File: src/rtl/pcfg_pkg.sv
`timescale 1ns/1ps
package pcfg_pkg;
    localparam int PINS_PER_BANK  = 32;
    localparam int FUNC_W         = 2;
    localparam int DATA_W         = 16;
    localparam int FUNC_WORDS     = (PINS_PER_BANK * FUNC_W) / DATA_W;  // per bank
    localparam int PULL_WORDS     = PINS_PER_BANK / DATA_W;             // per bank
    localparam int FUNC_STRIDE_B  = 16;                                 // bytes per bank
    localparam int PULL_STRIDE_B  = 8;                                  // bytes per bank

    typedef enum logic [1:0] {
        WIN_NONE = 2'd0,
        WIN_FUNC = 2'd1,
        WIN_PULL = 2'd2
    } win_e;
endpackage

File: src/rtl/pcfg_addr_dec.sv
`timescale 1ns/1ps
module pcfg_addr_dec
    import pcfg_pkg::*;
#(
    parameter int ADDR_W    = 12,
    parameter int NUM_BANKS = 4,
    parameter int FUNC_BASE = 'h000,
    parameter int PULL_BASE = 'h100,
    localparam int FW_N     = NUM_BANKS * FUNC_WORDS,
    localparam int PW_N     = NUM_BANKS * PULL_WORDS,
    localparam int FIDX_W   = (FW_N > 1) ? $clog2(FW_N) : 1,
    localparam int PIDX_W   = (PW_N > 1) ? $clog2(PW_N) : 1
) (
    input  logic [ADDR_W-1:0] addr,
    output win_e              win,
    output logic [FIDX_W-1:0] fidx,
    output logic [PIDX_W-1:0] pidx
);
    localparam logic [ADDR_W:0] F_LO = (ADDR_W+1)'(FUNC_BASE);
    localparam logic [ADDR_W:0] F_HI = (ADDR_W+1)'(FUNC_BASE + NUM_BANKS * FUNC_STRIDE_B);
    localparam logic [ADDR_W:0] P_LO = (ADDR_W+1)'(PULL_BASE);
    localparam logic [ADDR_W:0] P_HI = (ADDR_W+1)'(PULL_BASE + NUM_BANKS * PULL_STRIDE_B);

    logic [ADDR_W:0] a_ext, off_f, off_p;
    logic            in_f, in_p;

    assign a_ext = {1'b0, addr};
    assign off_f = a_ext - F_LO;
    assign off_p = a_ext - P_LO;
    assign in_f  = (a_ext >= F_LO) && (a_ext < F_HI);
    assign in_p  = (a_ext >= P_LO) && (a_ext < P_HI);

    always_comb begin
        win  = WIN_NONE;
        fidx = off_f[FIDX_W+1:2];
        pidx = off_p[PIDX_W+1:2];
        if (in_f)      win = WIN_FUNC;
        else if (in_p) win = WIN_PULL;
    end

    logic unused_bits;
    assign unused_bits = ^{off_f, off_p};

    // a decoded index never points past the storage it selects
    always_comb begin
        if (win == WIN_FUNC) a_fidx_range_r6: assert (int'(fidx) < FW_N);
        if (win == WIN_PULL) a_pidx_range_r6: assert (int'(pidx) < PW_N);
    end
endmodule

File: src/rtl/pcfg_mask_merge.sv
`timescale 1ns/1ps
module pcfg_mask_merge #(
    parameter int W = 16
) (
    input  logic [W-1:0] old_val,
    input  logic [W-1:0] new_val,
    input  logic [W-1:0] en,
    output logic [W-1:0] merged
);
    for (genvar i = 0; i < W; i++) begin : g_bit
        assign merged[i] = en[i] ? new_val[i] : old_val[i];
    end
endmodule

File: src/rtl/pcfg_regfile.sv
`timescale 1ns/1ps
module pcfg_regfile
    import pcfg_pkg::*;
#(
    parameter int NUM_BANKS = 4,
    parameter int ADDR_W    = 12,
    parameter int FUNC_BASE = 'h000,
    parameter int PULL_BASE = 'h100,
    localparam int FW_N     = NUM_BANKS * FUNC_WORDS,
    localparam int PW_N     = NUM_BANKS * PULL_WORDS,
    localparam int FIDX_W   = (FW_N > 1) ? $clog2(FW_N) : 1,
    localparam int PIDX_W   = (PW_N > 1) ? $clog2(PW_N) : 1,
    localparam int NPINS    = NUM_BANKS * PINS_PER_BANK
) (
    input  logic                    clk,
    input  logic                    rst_n,
    input  logic                    wr_en,
    input  logic                    rd_en,
    input  logic [ADDR_W-1:0]       addr,
    input  logic [31:0]             wdata,
    output logic [31:0]             rdata,
    output logic [NPINS*FUNC_W-1:0] func_sel,
    output logic [NPINS-1:0]        pull_dis
);
    typedef struct packed {
        logic [FW_N-1:0][DATA_W-1:0] func;
        logic [PW_N-1:0][DATA_W-1:0] pull;
        logic [DATA_W-1:0]           rdata;
    } state_t;

    state_t            st_d, st_q;
    win_e              win;
    logic [FIDX_W-1:0] fidx;
    logic [PIDX_W-1:0] pidx;
    logic [DATA_W-1:0] cur_word, merged_word;

    pcfg_addr_dec #(
        .ADDR_W(ADDR_W), .NUM_BANKS(NUM_BANKS),
        .FUNC_BASE(FUNC_BASE), .PULL_BASE(PULL_BASE)
    ) dec_i (
        .addr(addr), .win(win), .fidx(fidx), .pidx(pidx)
    );

    pcfg_mask_merge #(.W(DATA_W)) merge_i (
        .old_val(cur_word),
        .new_val(wdata[DATA_W-1:0]),
        .en     (wdata[31:16]),
        .merged (merged_word)
    );

    always_comb begin
        st_d     = st_q;
        cur_word = '0;
        case (win)
            WIN_FUNC: cur_word = st_q.func[fidx];
            WIN_PULL: cur_word = st_q.pull[pidx];
            default:  cur_word = '0;
        endcase
        if (wr_en) begin
            if (win == WIN_FUNC) st_d.func[fidx] = merged_word;
            if (win == WIN_PULL) st_d.pull[pidx] = merged_word;
        end
        if (rd_en) st_d.rdata = cur_word;
    end

    always_ff @(posedge clk) begin
        if (!rst_n) st_q <= '0;
        else        st_q <= st_d;
    end

    assign rdata    = {16'h0000, st_q.rdata};
    assign func_sel = st_q.func;
    assign pull_dis = st_q.pull;

    p_zero_mask_hold_r7: assert property (@(posedge clk) disable iff (!rst_n)
        (wr_en && wdata[31:16] == 16'h0) |=> ($stable(func_sel) && $stable(pull_dis)));

    p_idle_hold_r2: assert property (@(posedge clk) disable iff (!rst_n)
        !wr_en |=> ($stable(func_sel) && $stable(pull_dis)));

    p_outside_write_r6: assert property (@(posedge clk) disable iff (!rst_n)
        (wr_en && win == WIN_NONE) |=> ($stable(func_sel) && $stable(pull_dis)));

    p_outside_read_r6: assert property (@(posedge clk) disable iff (!rst_n)
        (rd_en && win == WIN_NONE) |=> (rdata == 32'h0));

    p_func_keeps_pull_r8: assert property (@(posedge clk) disable iff (!rst_n)
        (wr_en && win == WIN_FUNC) |=> $stable(pull_dis));

    p_pull_keeps_func_r8: assert property (@(posedge clk) disable iff (!rst_n)
        (wr_en && win == WIN_PULL) |=> $stable(func_sel));

    p_rdata_hold_r5: assert property (@(posedge clk) disable iff (!rst_n)
        !rd_en |=> $stable(rdata));
endmodule

File: config.mk
export PLATFORM = sky130hd
export DESIGN_NAME = pcfg_regfile
export DESIGN_NICKNAME = d
export VERILOG_FILES = /design/src/rtl/pcfg_pkg.sv /design/src/rtl/pcfg_addr_dec.sv /design/src/rtl/pcfg_mask_merge.sv /design/src/rtl/pcfg_regfile.sv
export SDC_FILE = /design/constraint.sdc
export NUM_CORES = 1
export LEC_CHECK = 0
export BUFFER_PORTS_ARGS = -buffer_cell sky130_fd_sc_hd__buf_4
export CORE_MARGIN = 1.5
export CORE_UTILIZATION = 55
export DETAILED_ROUTE_END_ITERATION = 10
export GPL_ROUTABILITY_DRIVEN = 0
export HOLD_SLACK_MARGIN = 0.02
export PLACE_DENSITY = 0.9
export SLEW_MARGIN = 20
export SYNTH_ARGS = -nofsm -noshare
export SYNTH_HDL_FRONTEND = slang
export SYNTH_SLANG_ARGS = --single-unit
File: constraint.sdc
create_clock -name clk -period 3.6 [get_ports clk]
set_input_delay 1.08 -clock clk [delete_from_list [all_inputs] [get_ports clk]]
set_output_delay 1.08 -clock clk [all_outputs]
set_load 0.005 [all_outputs]
## After elaboration in Yosys (flattened, before gate mapping)

Index checks and enable logic that the tools add are counted.

| word-level totals | value |
|---|---|
| word-level logic and storage cells | 71 |
| input port bits | 48 |
| bits in registers | 400 |

| operators by class | value |
|---|---|
| order comparisons | 8 |
| equal/unequal tests | 2 |
| add/subtract/negate cells | 1 |
| muxes and demuxes | 29 |
| reduce and logical (&&, ||, !) cells | 6 |

Operator list:

| kind | count |
|---|---|
| $bwmux W256 | 1 |
| $bwmux W128 | 1 |
| $bmux W16 S4 | 1 |
| $demux W16 S4 | 1 |
| $mux W16 | 4 |
| $bmux W16 S3 | 1 |
| $demux W16 S3 | 1 |
| $pmux W16 S2 | 1 |
| $mux W1 | 16 |
| $ge A12 B1 Y1 const B | 1 |
| $ge A12 B9 Y1 const B | 1 |
| $lt A12 B7 Y1 const B | 1 |
| $lt A12 B9 Y1 const B | 1 |
| $lt A4 B5 Y1 const B | 1 |
| $sub A5 B1 Y5 const B | 1 |
| $ge A4 B1 Y1 const B | 1 |
| $logic_and A1 B1 Y1 | 4 |
| $lt A3 B4 Y1 const B | 1 |
| $mux W2 | 2 |
| $reduce_and A2 Y1 | 2 |
| $ge A3 B1 Y1 const B | 1 |
| $eq A2 B1 Y1 const B | 1 |
| $eq A2 B2 Y1 const B | 1 |

## Logic depth before layout (Yosys ltp)

Gate-level depths: netlist of run 1.

| depth | value |
|---|---|
| depth in word-level cells | 8 |
| mapped depth | 12 |
| gate-level depth less buffers | 5 |

## Hierarchy

From an unflattened synthesis of run 1, not the netlist that was laid out.

| second synthesis, totals | value |
|---|---|
| cell total of the unflattened synthesis | 1923 |
| area total of the unflattened synthesis | 18944.4 um2 |

Modules (own cells, without submodules):

| module | area an instance (um2) | times used | cells an instance |
|---|---|---|---|
| pcfg_regfile | 18615.4 | 1 | 1896 |
| pcfg_mask_merge | 240.2 | 1 | 16 |
| pcfg_addr_dec | 88.8 | 1 | 11 |

## Least setup slack after synthesis of run 1

Ideal clock, no wire load.

| timing | value |
|---|---|
| kind | in2reg |
| start point | input port addr[10] |
| end point | register st_q, in the netlist pull_dis[38] |
| buffers on the path | 6 |
| setup time | 122 ps |
| setup slack | 238 ps |
| arrival | 3240 ps |
| stages on the path | 10 |
| required time | 3478 ps |
| cells stage by stage | or4b_1 buf_2 or2_1 buf_6 buf_6 or3_1 buf_2 buf_6 buf_2 o311a_1 |

| between the ends | value |
|---|---|
| longest elaborated chain between the ends | 8 |
| elaborated cells on any way between the ends | 14 |

RTL lines:

| what | RTL line | text |
|---|---|---|
| from (decl) | pcfg_regfile.sv:19 | `input logic [ADDR_W-1:0] addr,` |
| $ge A12 B9 Y1 or $lt A12 B9 Y1 (tied branches) | pcfg_addr_dec.sv:31 | `assign in_p = (a_ext >= P_LO) && (a_ext < P_HI);` |
| $logic_and A1 B1 Y1 | pcfg_addr_dec.sv:31 |  |
| $mux W2 | pcfg_addr_dec.sv:38 | `else if (in_p) win = WIN_PULL;` |
| $mux W2 (*) | pcfg_addr_dec.sv:37 | `if (in_f) win = WIN_FUNC;` |
| $eq A2 B2 Y1 or $eq A2 B1 Y1 (tied branches) | - |  |
| $pmux W16 S2 | pcfg_regfile.sv:54 | `case (win)` |
| $mux W1 | pcfg_mask_merge.sv:11 | `assign merged[i] = en[i] ? new_val[i] : old_val[i];` |
| $bwmux W128 | pcfg_regfile.sv:61 | `if (win == WIN_PULL) st_d.pull[pidx] = merged_word;` |
| to (signal assigned) | pcfg_regfile.sv:68 | `else st_q <= st_d;` |
| to (decl) | pcfg_regfile.sv:31 | `state_t st_d, st_q;` |

Every way passes the cells marked *; elsewhere a longest branch is shown, timed or not.
A chain may end at the register's enable or synchronous reset.

## Final worst setup path of run 1

| timing | value |
|---|---|
| start point | input port addr[4] |
| end point | register st_q, in the netlist func_sel[64] |

| between the ends | value |
|---|---|
| longest elaborated chain between the ends | 8 |
| elaborated cells on any way between the ends | 24 |

RTL lines:

| what | RTL line | text |
|---|---|---|
| $ge A12 B9 Y1 or $lt A12 B9 Y1 (tied branches) | pcfg_addr_dec.sv:31 |  |
| $logic_and A1 B1 Y1 | pcfg_addr_dec.sv:31 |  |
| $mux W2 | pcfg_addr_dec.sv:38 |  |
| $mux W2 | pcfg_addr_dec.sv:37 |  |
| $eq A2 B2 Y1 or $eq A2 B1 Y1 (tied branches) | - |  |
| $pmux W16 S2 | pcfg_regfile.sv:54 |  |
| $mux W1 | pcfg_mask_merge.sv:11 |  |
| $bwmux W256 | pcfg_regfile.sv:60 | `if (win == WIN_FUNC) st_d.func[fidx] = merged_word;` |

Several ways; a longest one is shown, not always the timed one. The select of a mux whose other input is x is not followed.

==> results of run 1 <==
metrics by stage:
step | setup TNS (ns) | power, uW
after floorplan | 0 | 4920
after global placement | -0.766 | 5110
after detailed placement | -2.01 | 5130
after CTS | 0 | 9420
after global routing | 0 | 9660
final | 0 | 9480
flip-flops by register name, summed over array words and instances (netlist names):
signal / flops
func_sel: 256
pull_dis: 128
rdata: 16
area by class of cell:
type	count	area [sq um]	share of cell area (%)
antenna	1	2.50	0.00951
clock inverter	10	92.6	0.352
timing repair buffer	571	4580	17.4
tap	511	639	2.43
sequential	400	8010	30.4
multi-input combinational	1469	11700	44.5
clock buffer	65	1270	4.84
inverter	2	10.0	0.0380
cells in the final DEF, fill, tap and decap left out, types with 4 or more instances in the layout:
master     Yosys  routed
nor2b_1       42      42
o22ai_1        5       5
conb_1         1      16
clkbuf_8       0       5
o31ai_1        7       7
mux2_1        16      16
mux2_2       146     146
a211oi_1      11      11
mux2i_1      122     122
nor3_1       257     253
nor4_1        13      10
or2_2         13      13
clkbuf_16      0      46
o21bai_1       4       4
mux4_2        80      80
and3_1         4       4
o311a_1      222     222
clkbuf_1     195      14
nor3_2         0       4
nand3_1        9       7
a2111oi_0      9       9
a21oi_1      137     137
dfxtp_1      400     400
clkinv_2       0       6
nor2_1       106     105
o211ai_1      33      33
nand2b_1      30      30
buf_12         0      23
nand2_1      109     109
o21ai_0       50      50
buf_4         23     546
where the power goes:
part	total (uW)	internal [uW]	switching [uW]
Combinational	621	175	446
Sequential	4450	4440	9.38
Clock	4410	2510	1900
Total	9480	7120	2350
cells by family after synthesis:
| group | after synthesis | share of synthesized area (%) |
|---|---|---|
| flops | 400 | 38.2 |
| other cells | 1 | 0.0179 |
| simple gates | 605 | 14.1 |
| compound gates | 484 | 18.0 |
| buf+inv | 299 | 6.50 |
| mux | 364 | 23.1 |
worst max-delay path, stage by stage:
cell and delay [ns]:
buf_4 0.41, nand2b_1 0.59, o22ai_1 0.24, a2111oi_4 1.05, o31ai_1 0.23, a21oi_1 0.22
metal layers:
| layer | wire (microns) | vias to the layer above |
|---|---|---|
| li1 | - | 8862 |
| met1 | 29600 | 9964 |
| met5 | 13 | - |
| met3 | 12700 | 419 |
| met2 | 38100 | 1837 |
| met4 | 5680 | 2 |
worst max-delay path by stage:
stage | slack [ns] | endpoint | from | cells past startpoint
2_1_floorplan | 0.24 | pull_dis[38] | addr[10] | 10
3_3_place_gp | -0.07 | func_sel[112] | addr[10] | 6
3_5_place_dp | -0.19 | func_sel[112] | addr[10] | 6
4_1_cts | 0.33 | func_sel[64] | addr[10] | 6
5_1_grt | 0.24 | func_sel[112] | addr[4] | 6
6_report | 0.24 | func_sel[64] | addr[4] | 6
==> results.md, run 1 <==
- Initial antenna violation count: 2
- Cells after DPL: 2953
- Core area: 37600 sq um
- Clock Path Buffers: 3
- Vias per cell: 6.96
- Row count: 71
- Hold_buf cts: 0
- Largest net degree at the start of global routing: 119
- Clk sinks: 400
- Lkg Pwr: 0.0113 uW
- Async SR Flop Fraction: 0%
- Final slew viol count: 0
- Dpl cell area: 24900 sq um
- Final WL: 86.1 mm
- Post-CTS setup buffer count: 0
- Busiest grt layer: met2
- Commonest cells in the synthesized netlist: 400 x dfxtp_1, 257 x nor3_1, 222 x o311a_1
- Fin util: 70.0%
- Reg clk slew, reported paths: 0.06 ns
- Clk_skew: 0.0235 ns
- Crit end category: flip-flop
- Sequential share of the synthesized area: 38.2%
- Cell with the most instances after synthesis: dfxtp_1
- Number of flops mapped to enable cells by yosys: 0
- Warnings from Yosys: 0
- Cells after Synth: 2153
- Die Wd: 198 microns
- PostCTS Resize Cnt: 0
- Hold path startpoint: func_sel[106]
- DIE HEIGHT: 198 microns
- WHS Path Cells: 2
- RSZ-0062 raised after global routing: false
- Area share of the largest cell type after synthesis: 38.2%
- Root Driver: clkbuf_16
- DR WL/cell: 28.4 microns
- Peak Freq: 298 MHz
- R2R cell count: 5
- Worst VDD drop: 0.372 mV
- Launching point of the worst reg2reg path: func_sel[48]
- Top_reg_cell synth: dfxtp_1
- CP Max Fanout: 21
- Layout cells sized above 1: 35.3%
- Die area: 39300 sq um
- Vias: 21100
- Worst-Margin Slew: 1.15 ns
- Post-synth top area cell: dfxtp_1
- Met2 GRT Util: 65.8%
- Io pins: 464
- Vias in the first global route: 20100
- Final Cycle Share: 93.3%
- Critical Path RT: 4.09 ns
- Initial Util: 55.8%
- Worst-Skew Late Latency: 0.59 ns
- Worst setup SP type: primary input
- Avg Cell Area, Syn: 9.74 sq um
- Worst R2R End: func_sel[64]
- MaxCap Viol Count: 0
- Overall routing resource usage: 42.5%
- DRC viols: 0
- 1st-pass router iterations: 8
- Outcome: finished clean
- Mapped cell area: 21000 sq um
- FF-to-FF setup slack: 1.35 ns
- Routing usage on met3: 15.2%
- Crit Path Category: primary input to flip-flop
- Yosys reg bits: 400
- Congestion Overflow GR: 0
- Htree depth: 2
- Final HPWL DP: 59.0 mm
- Post-layout nets: 2536
- Post-Layout Inst Area: 26300 sq um
- CTS buffer count: 44
- # setup viols final: 0
- Tmin final: 3.36 ns
- Worst Hold Class: flip-flop to flip-flop
- CTS tree: built
- CP arrival: 3.85 ns
- Final worst slack: 0.240 ns
- Worst slew margin: 23.6%
- Initial DRC Count: 3229
- Main area contributors after synthesis: dfxtp_1 38%, o311a_1 11%, mux4_2 8.6%
- Layout filler cell count: 2599
- Global-route wire length before repair: 125 mm
- Hold Path End: func_sel[106]
- Post-synth cell types: 49
- Hold_ws: 0.483 ns
- P&R area growth vs syn: 25.5%
- Non-filler cells in the finished layout: 3029
- Port Buffers: 445
- Hold Vio Cnt, Final: 0
- Pre-CTS WS: -0.189 ns
- ANT nets after route: 0
- Met1 Use GR: 50.9%
- Pwr dens: 360 nW/um^2
(Power assumes the default switching activity.)
==> run 2: changes to the inputs <==
--- a/config.mk
+++ b/config.mk
@@ -6,12 +6,13 @@
 export NUM_CORES = 1
 export LEC_CHECK = 0
 export BUFFER_PORTS_ARGS = -buffer_cell sky130_fd_sc_hd__buf_4
+export CAP_MARGIN = 20
 export CORE_MARGIN = 1.5
 export CORE_UTILIZATION = 55
 export DETAILED_ROUTE_END_ITERATION = 10
 export GPL_ROUTABILITY_DRIVEN = 0
 export HOLD_SLACK_MARGIN = 0.02
-export PLACE_DENSITY = 0.9
+export PLACE_DENSITY = 0.81
 export SLEW_MARGIN = 20
 export SYNTH_ARGS = -nofsm -noshare
 export SYNTH_HDL_FRONTEND = slang
==> results.md, run 2 (synthesized netlist as in run 1, its figures left out) <==
- Most frequent cells in the layout: 537 x buf_4, 400 x dfxtp_1, 253 x nor3_1
- Largest net degree at the start of global routing: 163 (+37%)
- Congestion Overflow GR: 0 (unchanged)
- Htree depth: 2 (unchanged)
- Clk_skew: 0.0200 ns (-0.00347 ns)
- Tmin final: 3.23 ns (-0.126 ns)
- Layout filler cell count: 2739 (+5.4%)
- Critical Path RT: 4.11 ns (+0.02 ns)
- Final WL: 83.7 mm (-2.8%)
- Core area: 37600 sq um (unchanged)
- Hold_buf cts: 0 (unchanged)
- ANT nets after route: 0 (unchanged)
- Io pins: 464 (unchanged)
- Worst slew margin: 23.6% (about the same)
- Peak Freq: 309 MHz (+3.9%)
- PostCTS Resize Cnt: 0 (unchanged)
- DRC viols: 0 (unchanged)
- Global-route wire length before repair: 122 mm (-2.3%)
- Vias in the first global route: 19800 (-1.5%)
- MaxCap Viol Count: 0 (unchanged)
- Worst setup SP type: primary input
- DIE HEIGHT: 198 microns (unchanged)
- Final HPWL DP: 57.8 mm (-2.1%)
- Final slew viol count: 0 (unchanged)
- Crit Path Category: primary input to flip-flop
- Max FFs per register: 256 (unchanged)
- CP Max Fanout: 16 (-24%)
- Final Cycle Share: 89.8% (-3.5 points)
- Initial Util: 55.8% (unchanged)
- Setup TNS: 0 ns (unchanged)
- P&R area growth vs syn: 26.4%
- Clock Path Buffers: 3 (unchanged)
- Worst-Margin Slew: 1.15 ns (+0.000320 ns)
- Vias: 20800 (-1.4%)
- # setup viols final: 0 (unchanged)
- Vias per cell: 6.87 (-1.4%)
- Post-layout nets: 2530 (-0.24%)
- Pwr dens: 377 nW/um^2 (+4.6%)
- Pre-CTS WS: -0.135 ns (+0.0543 ns)
- RSZ-0062 raised after global routing: false
- CP arrival: 3.74 ns (-0.11 ns)
- Hold Vio Cnt, Final: 0 (unchanged)
- Most common cell after layout, fill and taps aside: buf_4
- Port Buffers: 445 (unchanged)
- Root Driver: clkbuf_16
- Initial antenna violation count: 0 (-2)
- Overall routing resource usage: 41.4% (-1.1 points)
- 1st-pass router iterations: 8 (unchanged)
- Reg clk slew, reported paths: 0.06 ns (about the same)
- Crit end category: flip-flop
- Lkg Pwr: 0.0114 uW (+0.74%)
- Worst VDD drop: 0.312 mV (-16%)
- Worst Hold Class: flip-flop to flip-flop
- Outcome: finished clean
- Final worst slack: 0.367 ns (+0.126 ns)
- Die area: 39300 sq um (unchanged)
- Die Wd: 198 microns (unchanged)
- Row count: 71 (unchanged)
- DR WL/cell: 27.6 microns (-2.8%)
- CTS buffer count: 43 (-2.3%)
- Layout cells sized above 1: 35.4% (+0.094 points)
- Worst-Skew Late Latency: 0.59 ns (about the same)
- CTS tree: built
- Post-CTS setup buffer count: 0 (unchanged)
- Initial DRC Count: 2723 (-16%)
- Clk sinks: 400 (unchanged)
-- run 2: changes by cell type in the layout (fill, tap and decap cells not counted), sizes merged --
cell and delta:
buf -5, bufinv +7, clkbuf -2, clkinv -1
-- run 2: worst max-delay path: stages --
cell and delay (ns):
buf_4 0.12, or4b_1 0.62, or2_1 0.54, buf_4 0.28, a2111oi_0 0.39, or2_2 0.45
o311a_1 0.25
-- run 2: cell type report --
cell class	instances	area (sq um)	area share (%)
Sequential cell	400	8010	30.2
Inverter	2	10.0	0.0378
Timing Repair Buffer	566	4590	17.3
Multi-Input combinational cell	1469	11700	44.2
Clock inverter	16	302	1.14
Tap cell	511	639	2.41
Antenna cell	1	2.50	0.00944
Clock buffer	63	1250	4.72
-- run 2: final timing paths --
check	start	end	slack [ns]	cells after the start
setup reg to reg	pull_dis[105]	pull_dis[89]	1.31	6
setup / recovery	addr[10]	pull_dis[94]	0.37	7
hold / removal	func_sel[104]	func_sel[104]	0.47	2
hold reg to reg	func_sel[104]	func_sel[104]	0.47	2
-- run 2: layer usage --
metal | global-route usage, % | wire (microns) | vias up
met5 | 0 | 0 | -
met4 | 22.1 | 4800 | 0
met3 | 12.8 | 11500 | 304
met2 | 64.1 | 37400 | 1687
met1 | 51.4 | 30000 | 9982
li1 | - | - | 8818
-- run 2: through the flow --
| stage | instance area (sq um) | power [uW] | hold slack, ns | util, % | cells |
|---|---|---|---|---|---|
| finish | 26500 | 9990 | 0.473 | 70.6 | 3028 |
| floorplan | 21000 | 4920 | 0.457 | - | 2168 |
| global placement | 25000 | 5130 | 0.464 | 66.4 | 2948 |
| CTS | 26500 | 9950 | 0.470 | 70.5 | 3027 |
| detailed placement | 25000 | 5140 | 0.461 | 66.4 | 2948 |
| global route | 26500 | 10200 | 0.493 | 70.6 | 3027 |
-- run 2: where the power goes --
group | total (uW) | switching [uW] | internal [uW]
clock network | 4920 | 1930 | 2990
logic | 622 | 442 | 180
registers | 4450 | 10.2 | 4440
total | 9990 | 2380 | 7610
